## src/rtl/bankmap_pkg.sv

```systemverilog
package bankmap_pkg;
  localparam int CPU_AW     = 16;
  localparam int NUM_PAGES  = 4;
  localparam int PAGE_IDX_W = $clog2(NUM_PAGES);

  // 0xBFFE/0xBFFF share the upper 15 address bits
  localparam logic [14:0] CFG_ADR_HI  = 15'h5FFF;
  // compatibility window 0x9800-0x9FFF, extended window 0xB800-0xBFFF
  localparam logic [4:0]  CWIN_HI     = 5'b10011;
  localparam logic [4:0]  XWIN_HI     = 5'b10111;
  // bank ranges sit at offset 0x1000-0x17FF of each page
  localparam logic [1:0]  BANK_RNG_ID = 2'b10;

  // configuration field positions
  localparam int CFG_ALL_BIT  = 4;
  localparam int CFG_MODE_BIT = 5;

  // compatibility window key held in the page-2 bank
  localparam logic [5:0]  CWIN_KEY    = 6'h3F;

  typedef struct packed {
    logic [PAGE_IDX_W-1:0] page;
    logic                  bank_rng;
    logic                  cfg_adr;
    logic                  cwin;
    logic                  xwin;
  } dec_t;
endpackage

```

## src/rtl/bankmap_decode.sv

```systemverilog
module bankmap_decode
  import bankmap_pkg::*;
(
  input  logic [CPU_AW-1:0] addr_i,
  output dec_t              dec_o
);
  logic primary;

  // pages live at 0x4000-0xBFFF; top two bits 01 or 10
  assign primary = addr_i[15] ^ addr_i[14];

  always_comb begin
    dec_o.page     = {~addr_i[14], addr_i[13]};
    dec_o.bank_rng = primary && (addr_i[12:11] == BANK_RNG_ID);
    dec_o.cfg_adr  = (addr_i[15:1] == CFG_ADR_HI);
    dec_o.cwin     = (addr_i[15:11] == CWIN_HI);
    dec_o.xwin     = (addr_i[15:11] == XWIN_HI);
  end
endmodule

```

## src/rtl/bankmap_cfg.sv

```systemverilog
module bankmap_cfg
  import bankmap_pkg::*;
#(
  parameter int PAGES = NUM_PAGES
) (
  input  logic             clk,
  input  logic             rst,
  input  logic             we_i,
  input  logic [PAGES-2:0] sel_i,
  input  logic             all_i,
  input  logic             mode_i,
  output logic [PAGES-1:0] ram_page_o,
  output logic             all_o,
  output logic             mode_o
);
  logic [PAGES-2:0] sel_q;
  logic             all_q;
  logic             mode_q;

  always_ff @(posedge clk) begin
    if (rst) begin
      sel_q  <= '0;
      all_q  <= 1'b0;
      mode_q <= 1'b0;
    end else if (we_i) begin
      sel_q  <= sel_i;
      all_q  <= all_i;
      mode_q <= mode_i;
    end
  end

  // the last page only follows the global flag
  genvar g;
  generate
    for (g = 0; g < PAGES; g++) begin : g_pg
      if (g == PAGES-1) begin : g_last
        assign ram_page_o[g] = all_q;
      end else begin : g_sel
        assign ram_page_o[g] = all_q | sel_q[g];
      end
    end
  endgenerate

  assign all_o  = all_q;
  assign mode_o = mode_q;

  p_mode_tracks_r4: assert property (@(posedge clk) disable iff (rst)
    we_i |=> (mode_o == $past(mode_i)));
  p_last_page_r6: assert property (@(posedge clk) disable iff (rst)
    !all_o |-> !ram_page_o[PAGES-1]);
endmodule

```

## src/rtl/bankmap_banks.sv

```systemverilog
module bankmap_banks
  import bankmap_pkg::*;
#(
  parameter int BANK_W = 8,
  parameter int PAGES  = NUM_PAGES,
  localparam int IDX_W = $clog2(PAGES)
) (
  input  logic                    clk,
  input  logic                    rst,
  input  logic                    we_i,
  input  logic [IDX_W-1:0]        idx_i,
  input  logic [BANK_W-1:0]       wdata_i,
  output logic [PAGES*BANK_W-1:0] banks_o
);
  genvar g;
  generate
    for (g = 0; g < PAGES; g++) begin : g_bank
      logic [BANK_W-1:0] q;
      always_ff @(posedge clk) begin
        if (rst)
          q <= BANK_W'(g);
        else if (we_i && (idx_i == IDX_W'(g)))
          q <= wdata_i;
      end
      assign banks_o[g*BANK_W +: BANK_W] = q;
    end
  endgenerate
endmodule

```

## src/rtl/bankmap_top.sv

```systemverilog
module bankmap_top
  import bankmap_pkg::*;
#(
  parameter int BANK_W     = 8,
  parameter int PAGE_OFF_W = 13,
  parameter int SND_OFF_W  = 8,
  localparam int RAM_AW    = BANK_W + PAGE_OFF_W
) (
  input  logic                 clk,
  input  logic                 rst,
  input  logic [CPU_AW-1:0]    cpu_addr,
  input  logic [BANK_W-1:0]    cpu_wdata,
  input  logic                 cpu_wr,
  input  logic                 cpu_rd,
  output logic [RAM_AW-1:0]    ram_addr,
  output logic                 ram_we,
  output logic                 snd_rd,
  output logic                 snd_wr,
  output logic [SND_OFF_W-1:0] snd_off,
  output logic                 snd_mode
);
  dec_t                      dec;
  logic [NUM_PAGES-1:0]      ram_page;
  logic                      all_ram;
  logic                      mode;
  logic [NUM_PAGES*BANK_W-1:0] banks;
  logic [BANK_W-1:0]         cur_bank;
  logic                      rd_eff;
  logic                      cfg_we;
  logic                      bank_we;
  logic                      pg_ram;
  logic                      cwin_open;
  logic                      xwin_open;
  logic                      snd_hit;
  logic                      ram_wr_en;

  bankmap_decode u_dec (
    .addr_i (cpu_addr),
    .dec_o  (dec)
  );

  bankmap_cfg #(.PAGES(NUM_PAGES)) u_cfg (
    .clk        (clk),
    .rst        (rst),
    .we_i       (cfg_we),
    .sel_i      (cpu_wdata[NUM_PAGES-2:0]),
    .all_i      (cpu_wdata[CFG_ALL_BIT]),
    .mode_i     (cpu_wdata[CFG_MODE_BIT]),
    .ram_page_o (ram_page),
    .all_o      (all_ram),
    .mode_o     (mode)
  );

  bankmap_banks #(.BANK_W(BANK_W), .PAGES(NUM_PAGES)) u_banks (
    .clk     (clk),
    .rst     (rst),
    .we_i    (bank_we),
    .idx_i   (dec.page),
    .wdata_i (cpu_wdata),
    .banks_o (banks)
  );

  always_comb begin
    rd_eff    = cpu_rd & ~cpu_wr;
    cur_bank  = banks[dec.page*BANK_W +: BANK_W];
    pg_ram    = ram_page[dec.page];
    cwin_open = !mode && (banks[2*BANK_W +: 6] == CWIN_KEY);
    xwin_open = mode && banks[3*BANK_W + BANK_W-1];
    // configuration writes win over the extended window that covers them
    snd_hit   = (dec.cwin && cwin_open) ||
                (dec.xwin && xwin_open && !(cpu_wr && dec.cfg_adr));
    cfg_we    = cpu_wr && dec.cfg_adr;
    bank_we   = cpu_wr && dec.bank_rng && !pg_ram;
    ram_wr_en = cpu_wr && pg_ram && !snd_hit && !dec.cfg_adr;
  end

  always_ff @(posedge clk) begin
    if (rst) begin
      ram_addr <= '0;
      ram_we   <= 1'b0;
      snd_rd   <= 1'b0;
      snd_wr   <= 1'b0;
      snd_off  <= '0;
    end else begin
      ram_we <= ram_wr_en;
      snd_rd <= rd_eff & snd_hit;
      snd_wr <= cpu_wr & snd_hit;
      if (cpu_wr | rd_eff)
        ram_addr <= {cur_bank, cpu_addr[PAGE_OFF_W-1:0]};
      if ((cpu_wr | rd_eff) && snd_hit)
        snd_off <= cpu_addr[SND_OFF_W-1:0];
    end
  end

  assign snd_mode = mode;

  p_cfg_quiet_r4: assert property (@(posedge clk) disable iff (rst)
    cfg_we |=> (!ram_we && !snd_wr));
  p_bank_lock_r5: assert property (@(posedge clk) disable iff (rst)
    all_ram |=> $stable(banks));
  p_ram_we_src_r6: assert property (@(posedge clk) disable iff (rst)
    ram_we |-> $past(cpu_wr));
  p_snd_onehot_r7: assert property (@(posedge clk) disable iff (rst)
    $onehot0({snd_rd, snd_wr}));
  p_snd_excl_r9: assert property (@(posedge clk) disable iff (rst)
    !(ram_we && snd_wr));
endmodule

```

## config.mk

```make
export PLATFORM = sky130hd
export DESIGN_NAME = bankmap_top
export DESIGN_NICKNAME = d
export VERILOG_FILES = /design/src/rtl/bankmap_pkg.sv /design/src/rtl/bankmap_decode.sv /design/src/rtl/bankmap_cfg.sv /design/src/rtl/bankmap_banks.sv /design/src/rtl/bankmap_top.sv
export SDC_FILE = /design/constraint.sdc
export NUM_CORES = 1
export LEC_CHECK = 0
export CAP_MARGIN = 30
export CORE_MARGIN = 5
export CORE_UTILIZATION = 25
export CTS_BUF_LIST = sky130_fd_sc_hd__clkbuf_8
export DETAILED_ROUTE_END_ITERATION = 8
export GPL_TIMING_DRIVEN = 0
export PLACE_DENSITY = 0.48
export SLEW_MARGIN = 20
export SYNTH_ARGS = -nofsm -noshare
export SYNTH_HDL_FRONTEND = slang
export SYNTH_HIERARCHICAL = 1
export SYNTH_SLANG_ARGS = --single-unit
```

## constraint.sdc

```tcl
create_clock -name clk -period 4.29 [get_ports clk]
set_input_delay 0.6435 -clock clk [delete_from_list [all_inputs] [get_ports clk]]
set_output_delay 0.6435 -clock clk [all_outputs]
set_load 0.05 [all_outputs]
```

Yosys cells after proc, flatten, opt, wreduce, memory -nomap -nowiden
Cells that the tools add are included.
{ "op_classes": {"order_cmp": 1, "eq_ne": 8, "n_shift": 1, "muxes": 2, "n_bitwise": 10, "n_reduce_logical": 24} }
{ "op_table": {"columns": ["cell", "count"], "rows": [
  ["32-bit by 6-bit variable part select with 8-bit output", 1],
  ["1-bit logical AND", 17],
  ["15-bit == test (second input constant)", 1],
  ["5-bit == test (second input constant)", 2],
  ["2-bit == test (second input constant)", 3],
  ["6-bit == test (second input constant)", 1],
  ["1-bit zero test", 5],
  ["1-bit bitwise OR", 4],
  ["1-bit AND", 3],
  ["2-bit by 3-bit less-than comparator with 1-bit output (second input constant)", 1],
  ["1-bit binary-select mux with 2-bit select", 1],
  ["2-bit by 1-bit == test with 1-bit output (second input constant)", 1],
  ["2-bit zero test", 1],
  ["1-bit inverter", 2],
  ["1-bit logical OR", 1],
  ["1-bit two-way mux", 1],
  ["1-bit bitwise XOR", 1]
]} }
{ "totals": {"register_bits": 69, "input_bits": 28, "output_inout_bits": 33, "wordCells": 58} }

Depth between registers and ports, before layout
Gate-level depths: netlist of the first run.
{ "logic_depth": {"depth_word": 8, "mapped_depth": 7, "mapped_depth_nobuf": 6} }

Modules after synthesis
The synthesis of the first run kept the hierarchy.
{ "modules_own_cells": {"columns": ["module", "instances", "cells_each", "area_per_inst_um2", "seq_area_each_um2"], "rows": [
  ["bankmap_top", 1, 137, 1340.0, 640.6],
  ["bankmap_banks", 1, 119, 1283.7, 640.6],
  ["bankmap_cfg", 1, 20, 206.4, 100.1],
  ["bankmap_decode", 1, 12, 106.4, 0.0]
]} }

Least setup slack after synthesis of the first run
Ideal clock, no wire load.
{ "synth_path": {"kind": "input to register", "start": "input cpu_addr[13]", "end": "register u_banks.g_bank[0].q[0]", "setup_ns": 0.124, "t_arrival_ns": 2.351, "required_ns": 4.166, "setup_slack_ns": 1.815, "stages": 7, "path_buffers": 3, "cell_sequence": "buf_4 > buf_4 > mux4_2 > nor2_1 > or3b_1 > buf_2 > mux2i_1"} }
{ "synth_via": {"elab_chain_len": 5, "word_cells_on_any_way": 6, "cone_classes": "2 x mux; 4 x reduce/logical"} }
{ "synth_lines": {"columns": ["item", "line_no", "text"], "rows": [
  ["from (decl)", "bankmap_top.sv:11", "input logic [CPU_AW-1:0] cpu_addr,"],
  ["1-bit binary-select mux with 2-bit select", "bankmap_top.sv:66", "pg_ram = ram_page[dec.page];"],
  ["1-bit two-way mux (implied by the code)", "bankmap_top.sv:66", null],
  ["1-bit zero test", "bankmap_top.sv:73", "bank_we = cpu_wr && dec.bank_rng && !pg_ram;"],
  ["1-bit logical AND", "bankmap_top.sv:73", null],
  ["net bank_we", "bankmap_top.sv:30", "logic bank_we;"],
  ["1-bit logical AND", "bankmap_banks.sv:22", "else if (we_i && (idx_i == IDX_W'(g)))"],
  ["to (signal assigned)", "bankmap_banks.sv:21", "q <= BANK_W'(g);"],
  ["to (signal assigned)", "bankmap_banks.sv:23", "q <= wdata_i;"],
  ["to (decl)", "bankmap_banks.sv:18", "logic [BANK_W-1:0] q;"]
]} }
The timed path passes the listed nets, and every way through them passes these cells. The select of a mux whose other input is x is not followed.
A chain may end at the register's enable or synchronous reset.

Worst setup path in the final report of the first run
{ "layout_path": {"start": "input cpu_addr[13]", "end": "register u_banks.g_bank[3].q[6]"} }
{ "layout_via": {"elab_chain_len": 5, "word_cells_on_any_way": 6, "cone_classes": "1 x eq/ne; 2 x mux; 3 x reduce/logical"} }
{ "layout_lines": {"columns": ["item", "line_no"], "rows": [
  ["1-bit binary-select mux with 2-bit select", "bankmap_top.sv:66"],
  ["1-bit two-way mux (implied by the code)", "bankmap_top.sv:66"],
  ["1-bit zero test", "bankmap_top.sv:73"],
  ["1-bit logical AND", "bankmap_top.sv:73"],
  ["net bank_we", "bankmap_top.sv:30"],
  ["1-bit logical AND", "bankmap_banks.sv:22"],
  ["to (signal assigned)", "bankmap_banks.sv:21"],
  ["to (signal assigned)", "bankmap_banks.sv:23"],
  ["to (decl)", "bankmap_banks.sv:18"]
]} }
The timed path passes the listed nets, and every way through them passes these cells. The select of a mux whose other input is x is not followed.

==> reports/qor.yml, run 1 <==
status: "finished, final reports clean"
clkTransAtPathRegs_ps: 80
die_w_um: 118
grt_pass1_vias: 2352
vias: 2251
dp.cells: 491
grt_usage: 0.118
cap_violations: 0
syn_to_final_growth_pct: 33.4
p_per_area_mw_per_mm2: 345
cp_max_fo: 9
syn_area_per_cell_um2: 10.2
die_area_mm2: 0.0140
regArea_mm2: 0.00138
startpoint_type: "input pin"
finalWeightedCongestion: 0.696
die_h_um: 118
netlist_area_mm2: 0.00294
wl_um: 7960
synthTopCellsByArea: "dfxtp_1, mux2i_1, nand2b_1"
synth-seq-cells: 69
drc: 0
tns_ps: 0
synth_cells: 288
ir_drop_mv: 0.131
crit_required_ps: 4560
place_hpwl_um: 5760
p_leak_uw: 0.00155
fin_skew_ps: 12.9
layout.nets: 387
path_common_cell: "buf_4"
num-fill-cells: 1187
gr-total-overflow: 0
ys_seq_area_frac: 0.470
hold_violations: 0
wl_per_cell_um: 15.7
finalCritPeriodShare: 0.730
cts_hold_buf: 0
clock-sinks: 69
row_count: 39
setup_viol: 0
arrival_ps: 3400
synth_cell_type_count: 32
vias_per_cell: 4.44
maxSlewViolCount: 0
start_util: 0.256
slowest_stage: "mux4_2"
instances_no_fill: 507
worstPathCellList: "clkdlybuf4s50_1 -> buf_4 -> buf_4 -> mux4_2 -> nor2_1 -> nand3_1 -> mux2i_1"
min_path_type: "reg2reg"
cts-htree-levels: 3
design.core.area_mm2: 0.0115
grt_max_degree: 13
total_power_uw: 1350
portBuffers: 60
yosys.area.top_type_share: 0.470
synth_top_area_cell: "dfxtp_1"
end_kind: "flop"
cts_tree: "done"
ios: 61
rsz0062_at_grt: "false"
root_buffer: "clkbuf_8"
synth_nets: 316
timing.slew.headroom: 0.533
clockBufferDepth: 2
firstDrtPassIters: 4
max_freq_ghz: 0.319
grt_pass1_wl_um: 13100
fin_crit_ps: 3130
fin_util: 0.342
tightest_slew_ps: 699
postRouteAntennaNets: 0
cts_resized: 0
drtIter0Drc: 135
multiInputGateArea_mm2: 0.00144
crit_type: "in2reg"
postCtsSetupRepairBufs: 0
numCtsBuffers: 9
antenna_found_initial: 0
ys_warn_count: 6
layout-drive-gt1-share: 0.118
antenna_cells: 0
insertion_delay_ps: 340
cp_slowest_stage_delay_ps: 580
==> metrics by stage <==
| step | hold WS, ps | worst slack (ps) | area (um^2) |
|---|---|---|---|
| after floorplan | 445 | 1820 | 2940 |
| after global placement | 439 | 866 | 3720 |
| after detailed placement | 445 | 806 | 3720 |
| after CTS | 453 | 1180 | 3920 |
| after global routing | 472 | 1030 | 3920 |
| final | 449 | 1160 | 3920 |
==> cells in the final DEF, fill, tap and decap left out, types with 4 or more instances in the layout <==
master	instances
dfxtp_1	69
clkdlybuf4s50_1	60
nand2_1	44
mux2i_1	37
nand2b_1	36
a21oi_1	21
nor2_1	15
clkbuf_1	10
clkbuf_8	10
mux4_2	9
a22o_1	8
buf_2	4
==> state kept, by name, indices dropped and copies added (netlist names) <==
signal / cells
u_cfg/mode_o: 1
u_cfg/all_o: 1
ram_addr: 21
snd_off: 8
u_cfg/sel_q: 3
u_banks/g_bank.q: 32
ram_we: 1
snd_wr: 1
snd_rd: 1
==> Yosys cell counts, drive strengths merged <==
cell and number:
o22a 1, buf 9, nor4b 2, nand2b 36, nand2 44, inv 2, nor3b 2, nor3 1
nand3b 2, or2 4, or3b 1, a21oi 21, nand4 3, nor2 15, dfxtp 69, nand4b 2
and3b 2, clkbuf 11, nor4 1, and2 1, a22o 8, nand3 3, xnor2 1, mux2i 37
o21ba 1, mux4 9
==> path summary, 6_finish.rpt <==
check,from,to,slack [ps],depth (start not counted)
min reg2reg,ram_addr[14],ram_addr[14],450,2
min,ram_addr[14],ram_addr[14],450,2
max,cpu_addr[13],u_banks/g_bank[3].q[6],1160,7
max reg2reg,u_cfg/all_o,u_banks/g_bank[3].q[6],1860,5
==> layer usage <==
metal | vias to the layer above | global-route usage | routed length (um)
li1 | 1124 | - | -
met1 | 1060 | 0.168 | 4020
met2 | 57 | 0.171 | 3380
met3 | 10 | 0.0282 | 432
met4 | 0 | 0.0468 | 127
met5 | - | 0 | 0
==> cell type report <==
cell class | count | share of cell area
clock inverters | 6 | 0.0163
clock buffers | 10 | 0.0351
multi-input cells | 197 | 0.368
inverters | 2 | 0.00192
repair buffers | 60 | 0.153
well taps | 143 | 0.0457
flip-flops and latches | 69 | 0.353
plain buffers | 20 | 0.0275
==> kinds of logic (layout without fill, tap and decap cells) <==
| kind of cell | count (synthesis) | count (layout) | synth area share |
|---|---|---|---|
| DFF | 69 | 69 | 0.470 |
| muxes | 46 | 46 | 0.195 |
| AOI/OAI and AO/OA | 31 | 31 | 0.0665 |
| buffers and inverters | 22 | 98 | 0.0392 |
| xor gates and xnor gates | 1 | 1 | 0.00298 |
| and+or+nand+nor | 119 | 119 | 0.226 |
==> worst max-delay path, delay by kind of cell <==
family,cells,cell delay [ps]
buffers and inverters,3,960
multiplexers,2,910
AND/OR/NAND/NOR,2,870
==> power by group <==
part / switching [uW] / internal (uW)
sequential: 5.60 / 651
clock: 258 / 283
combinational: 90.1 / 64.4
total: 354 / 999
(Power assumes the default switching activity.)
==> run 2: changes to the inputs <==
==> constraint.sdc (replaced) <==
create_clock -name clk -period 3 [get_ports clk]
set_input_delay 0.45 -clock clk [delete_from_list [all_inputs] [get_ports clk]]
set_output_delay 0.45 -clock clk [all_outputs]
set_load 0.05 [all_outputs]
==> run 2 against run 1 <==
Setup slack worse by 950 ps; design area up 0.19%; critical endpoint is now u_banks/g_bank[0].q[3]; largest power group unchanged; clock power up 43%; global-route usage unchanged.
==> reports/qor.yml, run 2 (same netlist as run 1, synthesis figures left out) <==
clock-sinks: 69
arrival_ps: 3010
clkTransAtPathRegs_ps: 70
gr-usage-met1: 0.168
vias: 2242
regArea_mm2: 0.00138
cts_tree: "done"
finalCritPeriodShare: 0.930
wl_per_cell_um: 15.7
max_freq_ghz: 0.358
num-fill-cells: 1190
rsz0062_at_grt: "false"
crit_required_ps: 3210
multiInputGateArea_mm2: 0.00145
grt_pass1_vias: 2352
finalWeightedCongestion: 0.696
gr-total-overflow: 0
clockBufferDepth: 2
root_buffer: "clkbuf_8"
final_common_cell: "dfxtp_1"
crit_type: "in2reg"
cts-htree-levels: 3
syn_to_final_growth_pct: 33.7
wl_um: 7940
cts_resized: 0
min_path_type: "reg2reg"
end_kind: "flop"
ir_drop_mv: 0.188
grt_pass1_wl_um: 13100
fin_crit_ps: 2790
vias_per_cell: 4.42
layout.nets: 387
most-common-layout-cells: "dfxtp_1, clkdlybuf4s50_1, nand2_1"
drc: 0
die_w_um: 118
startpoint_type: "input pin"
cap_violations: 0
place_hpwl_um: 5760
postRouteAntennaNets: 0
firstDrtPassIters: 4
dp.cells: 491
numCtsBuffers: 9
p_leak_uw: 0.00155
die_area_mm2: 0.0140
start_util: 0.256
design.core.area_mm2: 0.0115
use_met3: 0.0282
tightest_slew_ps: 531
top_regs: "u_banks/g_bank.q (32), ram_addr (21), snd_off (8)"
cp_max_fo: 9
portBuffers: 60
fin_skew_ps: 12.6
timing.slew.headroom: 0.645
status: "finished, final reports clean"
antenna_found_initial: 0
p_per_area_mw_per_mm2: 494
instances_no_fill: 507
cts_hold_buf: 0
hold_violations: 0
maxSlewViolCount: 0
antenna_cells: 0
total_power_uw: 1940
met2_usage: 0.171
row_count: 39
largest_reg_flops: 32
grt_usage: 0.118
drtIter0Drc: 125
largest_register: "u_banks/g_bank.q"
ios: 61
gr-max-usage-layer: "met2"
setup_viol: 0
die_h_um: 118
postCtsSetupRepairBufs: 0
grt_max_degree: 13
insertion_delay_ps: 340
layout-drive-gt1-share: 0.124
## run 2: through the flow
step	utilization	setup WS, ps	hold WS [ps]	TNS [ps]	instance area (um^2)
4_1_cts	0.342	88.2	453	0	3920
5_1_grt	0.342	71.6	472	0	3930
3_5_place_dp	0.324	-291	445	-4090	3720
3_3_place_gp	0.324	-230	439	-3170	3720
6_report	0.342	209	449	0	3930
2_1_floorplan	-	719	445	0	2940
## run 2: power by group
group          total [uW]  internal (uW)  leakage, uW  switching [uW]
sequential            940            932     0.000560            7.95
clock                 776            405     0.000104             371
combinational         222           92.2     0.000886             130
total                1940           1430      0.00155             508
## run 2: per-layer routing
metal | vias to the layer above | wire length, um
li1 | 1124 | -
met1 | 1057 | 4040
met2 | 51 | 3370
met3 | 10 | 400
met4 | 0 | 127
met5 | - | 0
## run 2: final cells by class
cell class	count	share of cell area
tap	143	0.0456
clock buffer	10	0.0351
inverter	2	0.00191
timing repair buffer	60	0.153
buffer	20	0.0274
sequential	69	0.352
clock inverter	6	0.0163
multi-input combinational	197	0.369
## run 2: critical path: stages
cell	delay [ps]
clkdlybuf4s50_1	550
buf_4	170
buf_4	240
mux4_2	590
nor2_2	250
or3b_1	360
buf_2	220
mux2i_1	160
## run 2: worst paths after layout
path,slack (ps),end,startpoint,cells after the start
worst max-delay path,210,u_banks/g_bank[0].q[3],cpu_addr[13],8
worst min-delay path,450,ram_addr[14],ram_addr[14],2
worst max register to register,730,u_banks/g_bank[0].q[3],u_cfg/all_o,6
worst min register to register,450,ram_addr[14],ram_addr[14],2
==> run 3: changes to the inputs <==
--- a/config.mk
+++ b/config.mk
@@ -9,9 +9,11 @@
 export CORE_MARGIN = 5
 export CORE_UTILIZATION = 25
 export CTS_BUF_LIST = sky130_fd_sc_hd__clkbuf_8
+export CTS_CLUSTER_DIAMETER = 40
 export DETAILED_ROUTE_END_ITERATION = 8
 export GPL_TIMING_DRIVEN = 0
 export PLACE_DENSITY = 0.48
+export RECOVER_POWER = 50
 export SLEW_MARGIN = 20
 export SYNTH_ARGS = -nofsm -noshare
 export SYNTH_HDL_FRONTEND = slang
==> run 3 against run 2 <==
Global-route usage unchanged; die area unchanged; cell count unchanged; largest cell class unchanged.
==> reports/qor.yml, run 3 (same netlist as run 1, synthesis figures left out) <==
status: "finished, final reports clean"
startpoint: "cpu_addr[13]"
total_power_uw: 1930
placed_area_mm2: 0.00372
tightest_slew_ps: 539
row_count: 39
die_h_um: 118
drtIter0Drc: 118
finalWeightedCongestion: 0.696
die_area_mm2: 0.0140
grt_pass1_wl_um: 13100
die_w_um: 118
design.core.area_mm2: 0.0115
ios: 61
insertion_delay_ps: 340
arrival_ps: 3000
syn_to_final_growth_pct: 32.3
startpoint_type: "input pin"
rr_startpoint: "u_cfg/all_o"
instances_no_fill: 507
cts_hold_buf: 0
final_common_cell: "dfxtp_1"
num-fill-cells: 1194
layout.nets: 387
antenna_found_initial: 0
cts_resized: 0
gr-total-overflow: 0
cp-endpoint: "u_banks/g_bank[0].q[3]"
portBuffers: 60
vias: 2225
wl_um: 7950
fin_util: 0.339
clock-sinks: 69
ir_drop_mv: 0.186
most-common-layout-cells: "dfxtp_1, nand2_1, mux2i_1"
place_hpwl_um: 5760
largest_register: "u_banks/g_bank.q"
hold_violations: 0
root_buffer: "clkbuf_8"
clockBufferDepth: 2
rsz0062_at_grt: "false"
regToRegSetupSlack_ps: 730
start_util: 0.256
fin_crit_ps: 2780
grt_usage: 0.118
worstPathCellList: "clkdlybuf4s50_1 -> buf_4 -> buf_4 -> mux4_2 -> nor2_2 -> or3b_1 -> buf_2 -> mux2i_1"
timing.slew.headroom: 0.639
crit_required_ps: 3210
maxSlewViolCount: 0
vias_per_cell: 4.39
crit_type: "in2reg"
postCtsSetupRepairBufs: 0
fin_skew_ps: 13.0
p_per_area_mw_per_mm2: 496
slowest_stage: "mux4_2"
r2r_cells: 6
firstDrtPassIters: 4
largest_reg_flops: 32
p_leak_uw: 0.00161
max_freq_ghz: 0.359
top_regs: "u_banks/g_bank.q (32), ram_addr (21), snd_off (8)"
clkTransAtPathRegs_ps: 70
numCtsBuffers: 9
layout-drive-gt1-share: 0.113
setup_viol: 0
cts-htree-levels: 3
path_common_cell: "buf_4"
min_path_type: "reg2reg"
cp_slowest_stage_delay_ps: 590
drc: 0
r2r-end: "u_banks/g_bank[0].q[3]"
finalCritPeriodShare: 0.928
wl_per_cell_um: 15.7
dp.cells: 491
antenna_cells: 0
final_area_mm2: 0.00388
end_kind: "flop"
cap_violations: 0
cts_tree: "done"
tns_ps: 0
postRouteAntennaNets: 0
grt_max_degree: 13
cp_max_fo: 9
grt_pass1_vias: 2352
[run 3: cell count changes in the layout (fill, tap and decap cells not counted)]
cell / previous run / this run
clkdlybuf4s50_1: 60 / 26
dlygate4sd3_1: 0 / 34
and2_0: 0 / 1
and2_4: 1 / 0
buf_6: 2 / 1
clkbuf_1: 10 / 11
nand4b_1: 1 / 2
nand4b_4: 1 / 0
nor4_1: 0 / 1
nor4_4: 1 / 0
[run 3: per-layer routing]
layer  GRT usage  vias up  part of all wire
li1            -     1125                 -
met1       0.168     1051              0.52
met2       0.171       39              0.43
met3      0.0282       10             0.039
met4      0.0468        0             0.016
met5           0        -                 0
[run 3: power breakdown]
group / leakage, uW / internal (uW) / switching, uW
sequential: 0.000560 / 932 / 7.41
combinational: 0.000948 / 86.4 / 128
clock: 0.000104 / 405 / 370
[run 3: critical path: cells and delay by family]
| kind | cells | cell delay, ps |
|---|---|---|
| buf+inv | 4 | 1180 |
| mux | 2 | 750 |
| simple gates | 2 | 610 |
[run 3: how the worst min path moves through the flow]
stage | end | slack, ps | start | cells past startpoint
2_1_floorplan | u_banks/g_bank[2].q[6] | 450 | u_banks/g_bank[2].q[6] | 2
4_1_cts | ram_addr[14] | 450 | ram_addr[14] | 2
3_5_place_dp | ram_addr[13] | 440 | ram_addr[13] | 2
5_1_grt | ram_addr[12] | 470 | ram_addr[12] | 2
3_3_place_gp | ram_addr[3] | 440 | ram_addr[3] | 2
6_report | ram_addr[14] | 450 | ram_addr[14] | 2
[run 3: area by class of cell]
cell class	count	area, um^2	area share
plain buffers	20	100	0.0258
repair buffers	60	601	0.155
well taps	143	179	0.0461
inverters	2	7.51	0.00193
clock inverters	6	63.8	0.0164
clock buffers	10	138	0.0354
multi-input cells	197	1420	0.364
flip-flops and latches	69	1380	0.356
[run 3: through the flow]
step	hold slack, ps	worst slack, ps
final	446	216
after global placement	439	-230
after CTS	453	88.2
after detailed placement	445	-291
after floorplan	445	719
after global routing	469	71.6
